===== config.mk =====
export PLATFORM = sky130hd
export DESIGN_NAME = rob_vuln_throttle
export DESIGN_NICKNAME = d
export VERILOG_FILES = /design/src/rtl/rob_vuln_throttle.sv
export SDC_FILE = /design/constraint.sdc
export NUM_CORES = 1
export LEC_CHECK = 0
export ABC_AREA = 1
export BUFFER_PORTS_ARGS = -buffer_cell sky130_fd_sc_hd__buf_4
export CAP_MARGIN = 15
export CORE_MARGIN = 2
export CORE_UTILIZATION = 45
export CTS_BUF_LIST = sky130_fd_sc_hd__clkbuf_8
export DETAILED_ROUTE_END_ITERATION = 10
export PLACE_DENSITY_LB_ADDON = 0.08
export SYNTH_ARGS = -nofsm -noshare
export SYNTH_HDL_FRONTEND = slang
export SYNTH_SLANG_ARGS = --single-unit

===== constraint.sdc =====
create_clock -name clk -period 13.6 [get_ports clk]
set_clock_uncertainty 0.15 [all_clocks]
set_input_delay 2.72 -clock clk [delete_from_list [all_inputs] [get_ports clk]]
set_output_delay 2.72 -clock clk [all_outputs]
set_load 0.005 [all_outputs]

===== src/rtl/rob_vuln_throttle.sv =====
module rob_vuln_throttle #(
  parameter int ENTRIES  = 16,
  parameter int HDR_BITS = 64,
  parameter int RES_BITS = 64,
  localparam int IDX_W   = $clog2(ENTRIES),
  localparam int ENT_BITS = HDR_BITS + RES_BITS,
  localparam int CNT_W   = $clog2(ENTRIES * ENT_BITS + 1)
) (
  input  logic               clk,
  input  logic               rst_n,
  input  logic [CNT_W-1:0]   cfg_bound,
  input  logic               cfg_conservative,
  input  logic               disp_req,
  input  logic [IDX_W-1:0]   disp_idx,
  input  logic               wb_vld,
  input  logic [IDX_W-1:0]   wb_idx,
  input  logic               cmt_vld,
  input  logic [IDX_W-1:0]   cmt_idx,
  input  logic [ENTRIES-1:0] squash_mask,
  input  logic               flush_all,
  output logic               disp_stall,
  output logic [CNT_W-1:0]   vuln_count
);

  localparam logic [CNT_W:0] CH_HDR = (CNT_W+1)'(HDR_BITS);
  localparam logic [CNT_W:0] CH_RES = (CNT_W+1)'(RES_BITS);
  localparam logic [CNT_W:0] CH_ENT = (CNT_W+1)'(ENT_BITS);

  logic [ENTRIES-1:0] live_q, rchg_q;
  logic [ENTRIES-1:0] wb_hit, kill, disp_hit;
  logic [CNT_W-1:0]   cnt_q;
  logic [CNT_W:0]     charge, cand, inc, dec, cnt_nxt;
  logic               disp_go;

  assign charge     = cfg_conservative ? CH_ENT : CH_HDR;
  assign cand       = {1'b0, cnt_q} + charge;
  assign disp_stall = cand > {1'b0, cfg_bound};
  assign disp_go    = disp_req & ~disp_stall & ~flush_all;
  assign vuln_count = cnt_q;

  for (genvar i = 0; i < ENTRIES; i++) begin : g_ent
    assign wb_hit[i]   = wb_vld & (wb_idx == IDX_W'(i)) & live_q[i] & ~rchg_q[i];
    assign kill[i]     = live_q[i] & ((cmt_vld & (cmt_idx == IDX_W'(i))) | squash_mask[i]);
    assign disp_hit[i] = disp_go & (disp_idx == IDX_W'(i)) & ~live_q[i];

    always_ff @(posedge clk or negedge rst_n) begin
      if (!rst_n) begin
        live_q[i] <= 1'b0;
        rchg_q[i] <= 1'b0;
      end else if (flush_all || kill[i]) begin
        live_q[i] <= 1'b0;
        rchg_q[i] <= 1'b0;
      end else if (disp_hit[i]) begin
        live_q[i] <= 1'b1;
        rchg_q[i] <= cfg_conservative;
      end else if (wb_hit[i]) begin
        rchg_q[i] <= 1'b1;
      end
    end
  end

  always_comb begin
    inc = (|disp_hit) ? charge : '0;
    dec = '0;
    for (int i = 0; i < ENTRIES; i++) begin
      if (wb_hit[i]) inc = inc + CH_RES;
      if (kill[i])   dec = dec + CH_HDR + ((rchg_q[i] | wb_hit[i]) ? CH_RES : '0);
    end
    cnt_nxt = {1'b0, cnt_q} + inc - dec;
  end

  always_ff @(posedge clk or negedge rst_n) begin
    if (!rst_n)         cnt_q <= '0;
    else if (flush_all) cnt_q <= '0;
    else                cnt_q <= cnt_nxt[CNT_W-1:0];
  end

endmodule


==> out/metrics.yaml, run 1 <==
timing:
  period_needed_ns: 13.73
  hold_slack_ns: 0.4353
  tightestPinTransition_ns: 1.144
  setup_viol: 1
  drv_slew: 0
  max_freq_mhz: 72.82
  max_slew_margin_pct: 23.05
  final.setup.worst_slack_ns: -0.1330
  rsz0062_at_grt: "true"
  fin_crit_sh_pct: 101.0
  hold_violations: 0
logic_synthesis:
  synth_area_leader_cell: "nand2_1"
  yosysSeqAreaShare_pct: 15.55
  synth_edf_count: 0
  syn_inst: 1108
  synth_area_leaders: "nand2_1 (16%), dfrtp_1 (16%), ha_1 (15%)"
  ys.flop_type: "dfrtp_1"
  syn_area_sq_um: 6758
  synth_top_area_share_pct: 15.94
  synth_most_common_cell: "nand2_1"
  avgSynthCellArea_sq_um: 6.099
  synthTopCellsByCount: "nand2_1 (287), inv_1 (209), nand3_1 (105)"
  ys_seq_elements: 42
  synth.distinct_cells: 43
  async_reset_ff_share_pct: 100.0
  yosys_warnings: 0
hold_path:
  worst_hold_path_type: "flop to flop"
setup_path:
  max_stage_delay_ns: 0.57
  cp.buffers_inverters: 9
  cp_slowest_cell: "fa_1"
  crit_fanout: 5
  critPathArrivalTime_ns: 13.80
  cp_data_required_time_ns: 13.66
  worstSetupEndpointType: "flop"
  crit_family: "simple AND/OR/NAND/NOR gates"
  crit_top_cell: "nand2_2"
  crit_type: "input port to flop"
  cp-start-kind: "input port"
layout:
  synthToLayoutAreaGrowth_pct: 31.14
  final_util_pct: 60.75
  num-fill-cells: 1447
  diodes: 0
  layout-drive-gt1-share_pct: 25.99
  fin_nets: 1425
global_route:
  grt_pass1_wl_mm: 31.66
  grt_max_degree: 43
  grt_overflow: 0
  antenna_found_initial: 0
  grt_pass1_vias: 6904
  track_usage_pct: 23.76
clock_network:
  cts_tree: "built"
  root_buffer: "clkbuf_8"
  clkSlewWorstSetupHoldPaths_ns: 0.09
  clk_latency_ns: 0.31
  clk_path_buf_depth: 2
  cts_buffers: 5
  clock-sinks: 42
  h-tree-depth: 2
place:
  gp_congestion: 0.9435
  io_buffers: 57
  hpwlAfterDp_mm: 15.18
drt:
  wire_per_inst_um: 12.75
  drc: 0
  drtAntennaViolNets: 0
  vias_per_cell: 4.991
  drt_wl_total_mm: 18.77
  drt_iter0_markers: 350
  dr.pass1.iters: 5
  vias: 7352
pwr:
  pwr-share-clk_pct: 13.7
  power_density_nw_per_um2: 73.06
  p_switching_mw: 0.2773
  netSwitchingFraction_pct: 42.83
  pwr-share-seq_pct: 22.9
  leakagePower_nw: 5.091
  power.internal_mw: 0.3702
  comb_power_share_pct: 63.4
  irDropWorstVdd_uv: 52.38
  p_total_mw: 0.6475
status:
  status: "finished with violations"
  failed_checks: "negative setup slack"
run:
  maxCapViolCount: 0
floorplanning:
  io_pins: 60
  dieArea_sq_um: 16010
  start_util_pct: 46.32
  rows: 44
  die_w_um: 126.5
  die_h_um: 126.5
  core_sq_um: 14590
layer usage:
metal / share of wire, % / track usage [%] / vias up
met2: 44 / 38.72 / 98
met4: 2.0 / 5.753 / 0
met5: 0 / 0 / -
met1: 51 / 34.14 / 3292
li1: - / - / 3942
met3: 2.6 / 1.940 / 20
registers in the layout, indices dropped and copies added (netlist names):
| register | flops |
|---|---|
| live_q | 16 |
| rchg_q | 16 |
| vuln_count | 10 |
power by group through the flow:
| stage | clock (mW) | combinational, mW | sequential [mW] |
|---|---|---|---|
| finish | 0.0888 | 0.411 | 0.148 |
| global route | 0.0954 | 0.461 | 0.150 |
| CTS | 0.0908 | 0.394 | 0.147 |
| detailed placement | 0 | 0.330 | 0.149 |
| global placement | 0 | 0.329 | 0.149 |
| floorplan | 0 | 0.207 | 0.147 |
placed cells by master (no fill, tap or decap), types with 13 or more instances in the layout:
cell,instances
a21boi_0,16
a21oi_1,28
a31oi_1,17
buf_4,175
dfrtp_1,42
ha_1,70
inv_1,200
inv_2,14
nand2_1,264
nand2_2,47
nand3_1,96
nand3_2,13
nor2_1,89
nor3_1,32
o21ai_0,27
o21bai_1,13
path summary, 6_finish.rpt:
path	start	end	slack [ns]	cells past startpoint
max in group asynchronous	rst_n	live_q[10]	10.62	1
min in group asynchronous	rst_n	rchg_q[0]	2.24	1
setup reg to reg	vuln_count[6]	vuln_count[11]	1.94	76
hold / removal	rchg_q[1]	rchg_q[1]	0.44	2
hold reg to reg	rchg_q[1]	rchg_q[1]	0.44	2
setup / recovery	cfg_conservative	vuln_count[11]	-0.13	78
cells by family after synthesis:
| logic type | share of synthesized area, % |
|---|---|
| AOI/OAI and AO/OA | 13.26 |
| adders and majority gates | 17.44 |
| buffers and inverters | 12.44 |
| and+or+nand+nor | 39.92 |
| xor gates and xnor gates | 1.277 |
| other | 0.1111 |
| DFF | 15.55 |
final cells by class:
type / instances / area (sq um) / share of cell area, %
clock inverter: 2 / 8.758 / 0.09883
multi-input combinational: 848 / 5325 / 60.09
sequential: 42 / 1051 / 11.86
timing repair buffer: 177 / 1349 / 15.22
clock buffer: 6 / 82.58 / 0.9318
inverter: 214 / 815.8 / 9.205
tap: 184 / 230.2 / 2.598
worst min-delay path, delay by kind of cell (launching register included):
kind | cells | cell delay, ns
compound gates | 1 | 0.08
flops | 1 | 0.39
buf+inv | 1 | 0.07
metrics by stage:
| stage | std cells | worst slack [ns] | TNS [ns] | area (sq um) |
|---|---|---|---|---|
| after floorplan | 1110 | 0.004103 | 0 | 6840 |
| after global placement | 1425 | -0.7634 | -1.966 | 8069 |
| after detailed placement | 1425 | -0.8781 | -2.493 | 8069 |
| after CTS | 1473 | -0.008876 | -0.008876 | 8687 |
| after global routing | 1473 | -0.6771 | -1.645 | 8862 |
| final | 1473 | -0.1330 | -0.1330 | 8862 |
timing repair:
item,CTS,global route
cloned,1,0
hold buffers,0,0
setup buffers,39,6
pin swaps,75,48
resized for setup,58,38
endpoints found under the setup margin,4,4
Note: power is estimated with default switching activity, not from simulation.
==> inputs of run 2 (changes only) <==
Settings changed: CORE_UTILIZATION 45 to 63.
==> out/metrics.yaml, run 2 (synthesized netlist as in run 1, its figures left out) <==
drt:
  drc: 0  # unchanged
  wire_per_inst_um: 13.82  # was 12.75 um
  drtAntennaViolNets: 0  # unchanged
  drt_iter0_markers: 687  # was 350
  vias_per_cell: 5.515  # was 4.991
  dr.pass1.iters: 5  # unchanged
  drt_wl_total_mm: 19.28  # was 18.77 mm
  vias: 7693  # was 7352
status:
  status: "finished with violations"  # unchanged
  failed_checks: "negative setup slack"  # unchanged
clock_network:
  cts_buffers: 5  # unchanged
  h-tree-depth: 2  # unchanged
  postCtsHoldBufs: 0  # unchanged
  clock-sinks: 42  # unchanged
  cts_tree: "built"  # unchanged
  clkSlewWorstSetupHoldPaths_ns: 0.09  # about the same
  clk_path_buf_depth: 2  # unchanged
  root_buffer: "clkbuf_8"  # unchanged
  clk_latency_ns: 0.30  # was 0.31 ns
pwr:
  p_total_mw: 0.6436  # was 0.6475 mW
  power_density_nw_per_um2: 75.76  # was 73.06 nW/um^2
  leakagePower_nw: 4.962  # was 5.091 nW
  irDropWorstVdd_uv: 64.19  # was 52.38 uV
timing:
  setup_viol: 2  # was 1
  tightestPinTransition_ns: 1.198  # was 1.144 ns
  rsz0062_at_grt: "true"  # unchanged
  drv_slew: 0  # unchanged
  max_freq_mhz: 72.14  # was 72.82 MHz
  max_slew_margin_pct: 19.42  # was 23.05%
  hold_slack_ns: 0.4248  # was 0.4353 ns
  hold_violations: 0  # unchanged
  period_needed_ns: 13.86  # was 13.73 ns
  fin_crit_sh_pct: 101.9  # was 101.0%
  final.setup.worst_slack_ns: -0.2620  # was -0.1330 ns
global_route:
  grt_pass1_wl_mm: 32.55  # was 31.66 mm
  track_usage_pct: 34.34  # was 23.76%
  grt_overflow: 0  # unchanged
  grt_max_degree: 43  # unchanged
  grt_pass1_vias: 7310  # was 6904
  antenna_found_initial: 0  # unchanged
layout:
  most-common-layout-cells: "nand2_1 (264), inv_1 (200), buf_4 (145)"  # was nand2_1 (264), inv_1 (200), buf_4 (175)
  layoutNonFillerInstCount: 1395  # was 1473
  mostFrequentLayoutCell: "nand2_1"  # unchanged
  layout-drive-gt1-share_pct: 23.83  # was 25.99%
  diodes: 0  # unchanged
  synthToLayoutAreaGrowth_pct: 25.72  # was 31.14%
  fin_nets: 1395  # was 1425
floorplanning:
  dieArea_sq_um: 11570  # was 16010 sq um
  rows: 37  # was 44
  start_util_pct: 65.17  # was 46.32%
  core_sq_um: 10370  # was 14590 sq um
  die_w_um: 107.6  # was 126.5 um
  die_h_um: 107.6  # was 126.5 um
  io_pins: 60  # unchanged
setup_path:
  max_stage_delay_ns: 0.58  # was 0.57 ns
  crit_fanout: 5  # unchanged
  cp_data_required_time_ns: 13.69  # was 13.66 ns
  cp_slowest_cell: "fa_1"  # unchanged
  cp-start-kind: "input port"  # unchanged
  critPathArrivalTime_ns: 13.95  # was 13.80 ns
  crit_type: "input port to flop"  # unchanged
  worstSetupEndpointType: "flop"  # unchanged
  crit_top_cell: "nand2_2"  # unchanged
place:
  gp_congestion: 0.9457  # was 0.9435
  post-place-ws_ns: -0.8360  # was -0.8781 ns
  dpl.cell_count: 1357  # was 1425
  io_buffers: 57  # unchanged
  hpwlAfterDp_mm: 14.43  # was 15.18 mm
hold_path:
  worst_hold_path_type: "flop to flop"  # unchanged
run:
  maxCapViolCount: 0  # unchanged
## run 2: cell types whose count changed in the layout (fill, tap and decap cells not counted), sizes merged
| cell | before | now |
|---|---|---|
| buf | 177 | 147 |
| clkinv | 2 | 1 |
| inv | 214 | 215 |
## run 2: metal layers
layer	track usage (%)	vias to the layer above	routed length, um
met5	0	-	0
met4	10.35	0	566
met3	4.177	54	1358
met2	58.40	285	8976
met1	45.59	3473	8377
li1	-	3881	-
## run 2: through the flow
stage               cell area (sq um)  utilization, %  setup TNS, ns
floorplan                        6840               -              0
global placement                 7859           75.78         -1.753
detailed placement               7859           75.78         -2.414
CTS                              8342           80.44       -0.02481
global route                     8496           81.93         -3.139
finish                           8496           81.93        -0.3567
## run 2: final cells by class
| class | instances | area [sq um] |
|---|---|---|
| multi-input cells | 848 | 5253 |
| well taps | 136 | 170.2 |
| fillers | 742 | 1874 |
| repair buffers | 147 | 1120 |
| flip-flops and latches | 42 | 1051 |
| clock buffers | 6 | 82.58 |
| clock inverters | 2 | 8.758 |
| inverters | 214 | 810.8 |
## run 2: power breakdown
group	internal (mW)	switching, mW	leakage (nW)
Combinational	0.191	0.219	4.33
Clock	0.0403	0.0462	0.0524
Sequential	0.134	0.0131	0.579
## run 2: path summary, 6_finish.rpt
kind	slack, ns	start	cells after the start	endpoint
hold / removal	0.42	rchg_q[1]	2	rchg_q[1]
hold reg to reg	0.42	rchg_q[1]	2	rchg_q[1]
min in group asynchronous	2.25	rst_n	1	rchg_q[1]
max in group asynchronous	10.65	rst_n	1	rchg_q[9]
setup / recovery	-0.26	cfg_conservative	80	vuln_count[11]
setup reg to reg	1.79	vuln_count[6]	78	vuln_count[11]
## run 2: worst max-delay path: cells and delay by family
family          cells  cell delay [ns]
compound gates     10             1.22
fa+ha+maj          16             4.54
simple gates       43             4.73
xor+xnor            2             0.18
buf+inv             9             0.53
## run 2: what timing repair did
item                                    in CTS  in global routing
resized for setup                           56                 30
cloned                                       1                  0
endpoints found under the setup margin       4                  5
buffers inserted                            23                  6
pin swaps                                   68                 52
==> inputs of run 3 (changes only) <==
Settings changed: CORE_UTILIZATION 63 to 35, MAX_ROUTING_LAYER from default to met4.
==> out/metrics.yaml, run 3 (synthesized netlist as in run 1, its figures left out) <==
timing:
  max_slew_margin_pct: 11.93  # was 19.42%
  tightestPinTransition_ns: 1.309  # was 1.198 ns
  max_freq_mhz: 72.89  # was 72.14 MHz
  drv_slew: 0  # unchanged
  fin_crit_sh_pct: 100.9  # was 101.9%
  hold_violations: 0  # unchanged
  rsz0062_at_grt: "true"  # unchanged
  setup_viol: 2  # unchanged
  period_needed_ns: 13.72  # was 13.86 ns
  final.setup.worst_slack_ns: -0.1191  # was -0.2620 ns
setup_path:
  cp_data_required_time_ns: 13.71  # was 13.69 ns
  max_stage_delay_ns: 0.59  # was 0.58 ns
  critPathArrivalTime_ns: 13.83  # was 13.95 ns
  cp-start-kind: "input port"  # unchanged
  r2r_slack_ns: 1.93  # was 1.79 ns
  crit_top_cell: "nand2_2"  # unchanged
  cp.buffers_inverters: 9  # unchanged
  cp_slowest_cell: "fa_1"  # unchanged
  worstSetupEndpointType: "flop"  # unchanged
  crit_type: "input port to flop"  # unchanged
  r2r_cells: 78  # unchanged
  crit_family: "simple AND/OR/NAND/NOR gates"  # unchanged
  crit_fanout: 5  # unchanged
  worstReg2RegStart: "vuln_count[6]"  # unchanged
  regToRegEndpoint: "vuln_count[11]"  # unchanged
pwr:
  power.internal_mw: 0.4102  # was 0.3655 mW
  pwr-share-clk_pct: 14.7  # was 13.4%
  pwr-share-seq_pct: 21.0  # was 22.9%
  irDropWorstVdd_uv: 46.33  # was 64.19 uV
  netSwitchingFraction_pct: 41.32  # was 43.22%
  p_switching_mw: 0.2889  # was 0.2781 mW
  power_density_nw_per_um2: 77.20  # was 75.76 nW/um^2
  comb_power_share_pct: 64.3  # was 63.7%
  leakagePower_nw: 5.122  # was 4.962 nW
drt:
  drt_wl_total_mm: 19.97  # was 19.28 mm
  top_layer: "met4"  # unchanged
  vias_per_cell: 4.739  # was 5.515
  dr.pass1.iters: 5  # unchanged
  drt-met1-wl_mm: 10.57  # was 8.377 mm
  drtAntennaViolNets: 0  # unchanged
  wire_per_inst_um: 12.89  # was 13.82 um
  route.met3.wl_um: 394  # was 1.358 mm
  drc: 0  # unchanged
  drt_iter0_markers: 417  # was 687
  vias: 7340  # was 7693
  wl_met2_mm: 8.751  # was 8.976 mm
global_route:
  track_usage_pct: 20.47  # was 34.34%
  antenna_found_initial: 0  # unchanged
  grt_overflow: 0  # unchanged
  grt_pass1_vias: 6745  # was 7310
  grt_max_degree: 43  # unchanged
  grt_pass1_wl_mm: 32.77  # was 32.55 mm
status:
  failed_checks: "negative setup slack"  # unchanged
  status: "finished with violations"  # unchanged
hold_path:
  hold_depth: 2  # unchanged
  worstHoldStart: "rchg_q[1]"  # unchanged
  worst_hold_path_type: "flop to flop"  # unchanged
  whs_endpoint: "rchg_q[1]"  # unchanged
floorplanning:
  die_h_um: 143.0  # was 107.6 um
  io_pins: 60  # unchanged
  die_w_um: 143.0  # was 107.6 um
  rows: 50  # was 37
  dieArea_sq_um: 20430  # was 11570 sq um
  core_sq_um: 18830  # was 10370 sq um
  start_util_pct: 35.89  # was 65.17%
run:
  maxCapViolCount: 0  # unchanged
layout:
  fin_nets: 1425  # was 1395
  most-common-layout-cells: "nand2_1 (259), inv_1 (202), buf_4 (172)"  # was nand2_1 (264), inv_1 (200), buf_4 (145)
  synthToLayoutAreaGrowth_pct: 34.01  # was 25.72%
  final_util_pct: 48.09  # was 81.93%
  layout-drive-gt1-share_pct: 27.08  # was 23.83%
  num-fill-cells: 1976  # was 742
  mostFrequentLayoutCell: "nand2_1"  # unchanged
  diodes: 0  # unchanged
place:
  post-place-ws_ns: -0.9121  # was -0.8360 ns
  hpwlAfterDp_mm: 16.09  # was 14.43 mm
  io_buffers: 57  # unchanged
  gp_congestion: 0.8491  # was 0.9457
clock_network:
  clkSlewWorstSetupHoldPaths_ns: 0.10  # was 0.09 ns
  cts_buffers: 5  # unchanged
  clk_latency_ns: 0.32  # was 0.30 ns
  root_buffer: "clkbuf_8"  # unchanged
  cts_tree: "built"  # unchanged
  clk_path_buf_depth: 2  # unchanged
  h-tree-depth: 2  # unchanged
  clock-sinks: 42  # unchanged
run 3: changes by cell type in the layout (fill, tap and decap cells not counted), moves of 5 or more:
cell | previous run | this run
nand2_1 | 264 | 259
nor2_2 | 3 | 8
nand3_1 | 95 | 90
buf_4 | 145 | 172
run 3: worst max-delay path by stage:
stage                           from  slack, ns              to  cells past startpoint
finish              cfg_conservative      -0.12  vuln_count[11]                     80
global route        cfg_conservative      -0.79  vuln_count[11]                     79
CTS                 cfg_conservative      -0.07  vuln_count[11]                     80
detailed placement  cfg_conservative      -0.91  vuln_count[11]                     77
global placement    cfg_conservative      -0.84  vuln_count[11]                     79
floorplan                 cmt_idx[0]      0.004  vuln_count[11]                     68
run 3: metrics by stage:
step | std cells | power [mW] | TNS, ns | hold slack [ns] | area [sq um]
2_1_floorplan | 1110 | 0.3539 | 0 | 0.3628 | 6840
3_3_place_gp | 1501 | 0.4846 | -2.322 | 0.3971 | 8164
3_5_place_dp | 1501 | 0.4829 | -2.550 | 0.4082 | 8164
4_1_cts | 1539 | 0.6345 | -0.07248 | 0.4203 | 8677
5_1_grt | 1549 | 0.7633 | -2.685 | 0.4822 | 9056
6_report | 1549 | 0.6991 | -0.1698 | 0.4244 | 9056
run 3: power by group through the flow:
stage	Clock, mW	Sequential, mW	Combinational, mW
after floorplan	0	0.147	0.207
after global placement	0	0.150	0.335
after detailed placement	0	0.150	0.333
after CTS	0.105	0.148	0.382
after global routing	0.110	0.149	0.504
final	0.103	0.147	0.449
run 3: tightest hold or removal path: cells and delay by family, from the launching register on:
| family | cells | cell delay, ns |
|---|---|---|
| AO/OA/AOI/OAI | 1 | 0.08 |
| buffers and inverters | 1 | 0.08 |
| flip-flops | 1 | 0.38 |
run 3: area by class of cell:
class | instances | area, sq um | share of cell area [%]
repair buffers | 177 | 1356 | 14.98
well taps | 260 | 325.3 | 3.592
clock inverters | 3 | 37.54 | 0.4145
clock buffers | 5 | 68.82 | 0.7599
flip-flops and latches | 42 | 1051 | 11.61
multi-input cells | 848 | 5404 | 59.67
inverters | 214 | 813.3 | 8.980
run 3: metal layers:
| metal | up-vias | global-route usage [%] |
|---|---|---|
| li1 | 3940 | - |
| met1 | 3283 | 29.68 |
| met2 | 100 | 31.78 |
| met3 | 17 | 1.375 |
| met4 | 0 | 3.387 |
| met5 | - | - |
run 3: repair_timing:
| action | CTS | global route |
|---|---|---|
| resized for setup | 48 | 72 |
| endpoints found under the setup margin | 4 | 5 |
| buffers inserted | 29 | 10 |
| pin swaps | 69 | 75 |
| cloned | 1 | 0 |
| hold buffers | 0 | 0 |
